--- config.mk ---
export PLATFORM = sky130hd
export DESIGN_NAME = clah_adder
export DESIGN_NICKNAME = d
export VERILOG_FILES = /design/src/rtl/clah_pkg.sv /design/src/rtl/cla_pg_bits.sv /design/src/rtl/cla_lookahead4.sv /design/src/rtl/cla_sum_xor.sv /design/src/rtl/clah_adder.sv
export SDC_FILE = /design/constraint.sdc
export NUM_CORES = 1
export LEC_CHECK = 0
export BUFFER_PORTS_ARGS = -buffer_cell sky130_fd_sc_hd__buf_4
export CELL_PAD_IN_SITES_DETAIL_PLACEMENT = 2
export CELL_PAD_IN_SITES_GLOBAL_PLACEMENT = 2
export CORE_MARGIN = 4
export CORE_UTILIZATION = 25
export DETAILED_ROUTE_END_ITERATION = 7
export PLACE_DENSITY = 0.95
export SLEW_MARGIN = 20
export SYNTH_ARGS = -nofsm -noshare
export SYNTH_HDL_FRONTEND = slang
export SYNTH_SLANG_ARGS = --single-unit
--- constraint.sdc ---
create_clock -name vclk -period 6.3
set_clock_uncertainty 0.05 [all_clocks]
set_input_delay 0.63 -clock vclk [all_inputs]
set_output_delay 0.63 -clock vclk [all_outputs]
set_load 0.005 [all_outputs]
--- src/rtl/clah_pkg.sv ---
package clah_pkg;
    localparam int GRP = 4;
    localparam int MAX_W = 64;

    function automatic int groups_of(input int n);
        return (n + GRP - 1) / GRP;
    endfunction
endpackage

--- src/rtl/cla_pg_bits.sv ---
module cla_pg_bits #(
    parameter int W = 16
) (
    input  logic [W-1:0] a_i,
    input  logic [W-1:0] b_i,
    output logic [W-1:0] gen_o,
    output logic [W-1:0] prop_o
);
    always_comb begin
        gen_o  = a_i & b_i;
        prop_o = a_i ^ b_i;
    end
endmodule

--- src/rtl/cla_lookahead4.sv ---
module cla_lookahead4 (
    input  logic [3:0] g_i,
    input  logic [3:0] p_i,
    input  logic       ci_i,
    output logic [3:0] c_o,
    output logic       gg_o,
    output logic       gp_o
);
    // flat two-level carries, no term depends on another carry
    always_comb begin
        c_o[0] = ci_i;
        c_o[1] = g_i[0] | (p_i[0] & ci_i);
        c_o[2] = g_i[1] | (p_i[1] & g_i[0]) | (p_i[1] & p_i[0] & ci_i);
        c_o[3] = g_i[2] | (p_i[2] & g_i[1]) | (p_i[2] & p_i[1] & g_i[0])
               | (p_i[2] & p_i[1] & p_i[0] & ci_i);
        gg_o   = g_i[3] | (p_i[3] & g_i[2]) | (p_i[3] & p_i[2] & g_i[1])
               | (p_i[3] & p_i[2] & p_i[1] & g_i[0]);
        gp_o   = &p_i;
    end
endmodule

--- src/rtl/cla_sum_xor.sv ---
module cla_sum_xor #(
    parameter int W = 16
) (
    input  logic [W-1:0] prop_i,
    input  logic [W-1:0] carry_i,
    output logic [W-1:0] sum_o
);
    always_comb sum_o = prop_i ^ carry_i;
endmodule

--- src/rtl/clah_adder.sv ---
module clah_adder #(
    parameter int W = 16
) (
    input  logic [W-1:0] a_i,
    input  logic [W-1:0] b_i,
    input  logic         cin_i,
    output logic [W-1:0] sum_o,
    output logic         cout_o
);
    import clah_pkg::*;

    localparam int N1  = W / GRP;          // nibble groups
    localparam int N2  = groups_of(N1);    // second-level units
    localparam int N1P = N2 * GRP;         // padded group count

    logic [W-1:0]   bit_g, bit_p, bit_c;
    logic [N1-1:0]  grp_g, grp_p, grp_c;
    logic [N1P-1:0] g1_pad, p1_pad, c1_pad;
    logic [N2-1:0]  sg_g, sg_p, sg_c;
    logic           blk_g, blk_p;

    cla_pg_bits #(.W(W)) u_pg (
        .a_i   (a_i),
        .b_i   (b_i),
        .gen_o (bit_g),
        .prop_o(bit_p)
    );

    // first level: one unit per nibble
    for (genvar k = 0; k < N1; k++) begin : g_lvl1
        cla_lookahead4 u_la (
            .g_i (bit_g[GRP*k +: GRP]),
            .p_i (bit_p[GRP*k +: GRP]),
            .ci_i(grp_c[k]),
            .c_o (bit_c[GRP*k +: GRP]),
            .gg_o(grp_g[k]),
            .gp_o(grp_p[k])
        );
    end

    // pad unused group slots as pure pass-through (g=0, p=1)
    for (genvar j = 0; j < N1P; j++) begin : g_pad1
        if (j < N1) begin : g_real
            assign g1_pad[j] = grp_g[j];
            assign p1_pad[j] = grp_p[j];
        end else begin : g_fill
            assign g1_pad[j] = 1'b0;
            assign p1_pad[j] = 1'b1;
        end
    end

    // second level: carries into each group
    for (genvar m = 0; m < N2; m++) begin : g_lvl2
        cla_lookahead4 u_la (
            .g_i (g1_pad[GRP*m +: GRP]),
            .p_i (p1_pad[GRP*m +: GRP]),
            .ci_i(sg_c[m]),
            .c_o (c1_pad[GRP*m +: GRP]),
            .gg_o(sg_g[m]),
            .gp_o(sg_p[m])
        );
    end
    assign grp_c = c1_pad[N1-1:0];

    // third level only when more than one second-level unit exists
    if (N2 > 1) begin : g_lvl3
        logic [3:0] tg, tp, tc;
        for (genvar t = 0; t < GRP; t++) begin : g_pad3
            if (t < N2) begin : g_real
                assign tg[t] = sg_g[t];
                assign tp[t] = sg_p[t];
            end else begin : g_fill
                assign tg[t] = 1'b0;
                assign tp[t] = 1'b1;
            end
        end
        cla_lookahead4 u_la (
            .g_i (tg),
            .p_i (tp),
            .ci_i(cin_i),
            .c_o (tc),
            .gg_o(blk_g),
            .gp_o(blk_p)
        );
        assign sg_c = tc[N2-1:0];
    end else begin : g_no_lvl3
        assign sg_c[0] = cin_i;
        assign blk_g   = sg_g[0];
        assign blk_p   = sg_p[0];
    end

    cla_sum_xor #(.W(W)) u_sum (
        .prop_i (bit_p),
        .carry_i(bit_c),
        .sum_o  (sum_o)
    );

    assign cout_o = blk_g | (blk_p & cin_i);
endmodule

======== After elaboration in Yosys (flattened, before gate mapping) ========
Cells that the tools add are included.
storage, ports and cells
  register bits ........................... 0
  latch bits .............................. 0
  RAM bits ................................ 0
  ROM bits ................................ 0
  input port bits ......................... 33
  output and inout bits ................... 17
  logic and storage cells ................. 125
  memories kept ........................... 0
cells by class
  $add $sub $neg .......................... 0
  $mul .................................... 0
  div/mod/pow operators ................... 0
  order comparisons ....................... 0
  eq/ne operators ......................... 0
  shift-type cells ........................ 0
  multiplexer cells ....................... 0
  bitwise operators ....................... 120
  reductions and logical operators ........ 5
operators by type and width
  cell                count
  $and A1 B1 Y1       71
  $or A1 B1 Y1        46
  $xor A16 B16 Y16    2
  $and A16 B16 Y16    1
  $reduce_and A16 Y1  1
  $reduce_and A4 Y1   4

======== Depth between registers and ports, before layout ========
  depth after elaboration ................. 12
  mapped depth ............................ 7

======== Cells and area by module ========
Synthesis repeated with hierarchy kept, for this count alone.
unflattened totals
  cell total of the unflattened synthesis .. 98
  area, all modules ....................... 685.7 um^2
by module, submodules not included
  module          times used  cells each  area an instance (um^2)
  cla_lookahead4  5           13          67.6
  cla_pg_bits     1           16          200.2
  cla_sum_xor     1           16          140.1
  clah_adder      1           1           7.5

======== Worst setup path before layout ========
Ideal clock, no wire load.
  path type ............................... input port to output port
  start ................................... input port a_i[5]
  end ..................................... output port sum_o[9]
  arrival time ............................ 2.250 ns
  required time ........................... 5.620 ns
  path slack .............................. 3.370 ns
  stages on the path ...................... 7
  cell sequence ........................... ha_1 a2111oi_4 o21ai_2 a41oi_2 inv_1 fa_1 xor2_1
on the way
  longest elaborated chain between the ends .. 9
  elaborated cells on any way between the ends .. 16
  classes of those cells .................. bitwise (15); reduce/logical (1)
RTL lines
  item                                                         line                                        source
  from (decl)                                                  clah_adder.sv:4                             input logic [W-1:0] a_i,
  $and A16 B16 Y16 / $xor A16 B16 Y16 (equally long branches)  cla_pg_bits.sv:10, cla_pg_bits.sv:11
  $and A1 B1 Y1, on equally long branches                      cla_lookahead4.sv:16, cla_lookahead4.sv:17
  $or A1 B1 Y1 / $and A1 B1 Y1 (equally long branches)         cla_lookahead4.sv:16, cla_lookahead4.sv:17
  $or A1 B1 Y1                                                 cla_lookahead4.sv:17                        | (p_i[3] & p_i[2] & p_i[1] & g_i[0]);
  $or A1 B1 Y1                                                 cla_lookahead4.sv:13                        c_o[2] = g_i[1] | (p_i[1] & g_i[0]) | (p_i[1] & p_i[0] & ci_i);
  $or A1 B1 Y1 *                                               cla_lookahead4.sv:13
  $and A1 B1 Y1 *                                              cla_lookahead4.sv:12                        c_o[1] = g_i[0] | (p_i[0] & ci_i);
  $or A1 B1 Y1 *                                               cla_lookahead4.sv:12
  $xor A16 B16 Y16 *                                           cla_sum_xor.sv:8                            always_comb sum_o = prop_i ^ carry_i;
  to (decl)                                                    clah_adder.sv:7                             output logic [W-1:0] sum_o,
Mark *: on every way between the ends. The rest lies on a longest branch, timed or not.

======== Worst setup path in the final report ========
  start ................................... input port a_i[5]
  end ..................................... output port sum_o[13]
on the way
  longest elaborated chain between the ends .. 11
  elaborated cells on any way between the ends .. 19
  classes of those cells .................. bitwise (18); reduce/logical (1)
RTL lines
  item                                                         line                                        source
  $and A16 B16 Y16 / $xor A16 B16 Y16 (equally long branches)  cla_pg_bits.sv:10, cla_pg_bits.sv:11
  $and A1 B1 Y1, on equally long branches                      cla_lookahead4.sv:16, cla_lookahead4.sv:17
  $or A1 B1 Y1 / $and A1 B1 Y1 (equally long branches)         cla_lookahead4.sv:16, cla_lookahead4.sv:17
  $or A1 B1 Y1                                                 cla_lookahead4.sv:17
  $and A1 B1 Y1                                                cla_lookahead4.sv:14                        c_o[3] = g_i[2] | (p_i[2] & g_i[1]) | (p_i[2] & p_i[1] & g_i[0])
  $or A1 B1 Y1 (2 in series)                                   cla_lookahead4.sv:14
  $or A1 B1 Y1 *                                               cla_lookahead4.sv:15                        | (p_i[2] & p_i[1] & p_i[0] & ci_i);
  $and A1 B1 Y1 *                                              cla_lookahead4.sv:12
  $or A1 B1 Y1 *                                               cla_lookahead4.sv:12
  $xor A16 B16 Y16 *                                           cla_sum_xor.sv:8
Marks and branches as above.

==> flow_summary.toml <==
[worst_setup_path]
cp.arrival_ps = 2640
cp-start-kind = "primary input"
cp-startpoint = "a_i[5]"
path_buf_inv = 2
crit_family = "adder cells"
crit_fanout = 4
crit_path_cell_trace = "buf_4, ha_1, a21oi_1, o21ai_2, a221oi_4, nand2_1, fa_1, xor2_1, buf_4"
cpMostUsedCell = "buf_4"
cp_slowest_cell = "fa_1"
worstSetupEndpointType = "output pin"
critical_path_required_ps = 5620
max_stage_delay_ps = 400
critPathKind = "primary input to output pin"

[cells_and_area]
final_layout_size_suffix_gt1_share_pct = 44.0
fin_cells = 172
final_area_mm2 = 0.00118
nets = 196
antenna_cells = 0
n_clock_buffer = 0
multi_input_area_um2 = 742
register_area_um2 = 0
nFillCells = 320
syn_to_final_growth_pct = 54.2
seq_cells = 0

[die]
num_rows = 19
die_height_um = 63.3
initial_core_util_pct = 27.0
io_pins = 50
core-area_mm2 = 0.00283
die_w_um = 63.3
die_area_mm2 = 0.00401

[run]
maxCapViolations = 0

[grt]
grt_max_degree = 7
grt_pass1_vias = 1036
grt.total_usage_pct = 13.6
grt_antenna_before_repair = 0
grt_overflow = 0
grt_pass1_wl_um = 4660

[synthesis]
ys_types = 29
syn_nets = 144
syn_area_um2 = 764
synthTopCellsByArea = "ha_1, fa_1, xor2_1"
synth_top_area_share_pct = 26.2
seq_area_frac_synth_pct = 0
yosysTopAreaCell = "ha_1"
yosysWarnings = 0
avgSynthCellArea_um2 = 8.40
postSynthCellCount = 91

[route]
vias = 870
ant_nets = 0
post-route-drc-count = 0
wirelength_um = 2680
firstDrtPassIters = 3
wl_per_cell_um = 15.6
drtIter0Drc = 5
avgViaCountPerCell = 5.06

[clocking]
cts_hold_buf = 0
post_cts.repair.setup_buffers = 0
ctsResizeCount = 0

[timing]
relSlewSlack_pct = 78.3
fin_tns_setup_ps = 0
timing.fmax_mhz = 301
hold_viol_final = 0
setup_violations = 0
rsz0062_at_grt = "no"
worst_pin_slew_ps = 325
period_needed_ps = 3320
finalCritPeriodShare_pct = 52.8
drv_slew = 0

[worst_hold_path]
min-delay-start = "b_i[8]"
hp-class = "primary input to output pin"

[power]
total_power_mw = 0.135
ir_drop_uv = 39.9
cellPowerDensity_mw_per_mm2 = 114
p_leak_nw = 0.592

[place]
gp_congestion = 0.715
hpwlAfterDp_um = 2540
placed_cells = 172
numPortBuffers = 50
placedInstanceArea_mm2 = 0.00118

[status]
status = "completed"
## per-stage QoR
step	worst slack (ps)	utilization [%]	hold slack, ps
finish	2980	41.7	1560
global placement	3050	41.7	1550
global route	2800	41.7	1590
CTS	2930	41.7	1570
detailed placement	2920	41.7	1570
floorplan	3370	-	1360
## layer usage
metal	GRT usage (%)	part of all wire, %
met1	15.4	38
met2	28.6	57
met3	1.07	4.4
met4	0	0
met5	0	0
## Yosys cell counts, types with 3 or more instances
master and instances:
a21o_1 3, a21oi_1 5, fa_1 4, ha_1 16, inv_1 6, nand2_1 7, nand3_1 3, nor2_1 12
o21ai_1 4, o21ai_2 4, xnor2_1 4, xor2_1 6
## layout make-up
| cell class | count | area share (%) |
|---|---|---|
| multi-input combinational | 85 | 63.0 |
| timing repair buffer | 50 | 31.8 |
| tap | 31 | 3.29 |
| inverter | 6 | 1.91 |
## cell families (layout without fill, tap and decap cells)
family	after synthesis	in the layout	share of synthesized area [%]
AOI/OAI and AO/OA	27	27	32.4
xor gates and xnor gates	10	10	11.5
and+or+nand+nor	28	28	16.5
buffers and inverters	6	56	2.95
adders and majority gates	20	20	36.7
## path summary, 6_finish.rpt
path | to | slack, ps | cells past startpoint
worst min-delay path | sum_o[8] | 1560 | 3
worst max-delay path | sum_o[13] | 2980 | 9
## where the power goes
group	switching (mW)	internal, mW	total, mW
clock network	0	0	0
logic	0.0616	0.0732	0.135
registers	0	0	0
## cells in the final DEF (no fill, tap or decap), drive strengths merged
cell type and instances:
inv 6, a211oi 2, ha 16, buf 50
nand3 3, nand4 1, a31oi 1, o21ai 9
and2b 1, nor2b 1, a41oi 1, a311oi 1
nand2 7, a21oi 5, a21o 4, a2111oi 1
xnor2 4, nand2b 1, fa 4, a21boi 1
o211ai 1, nor3 1, nor2 12, nand3b 1
a221oi 1, xor2 6
Power figures use the tool's default switching activity.
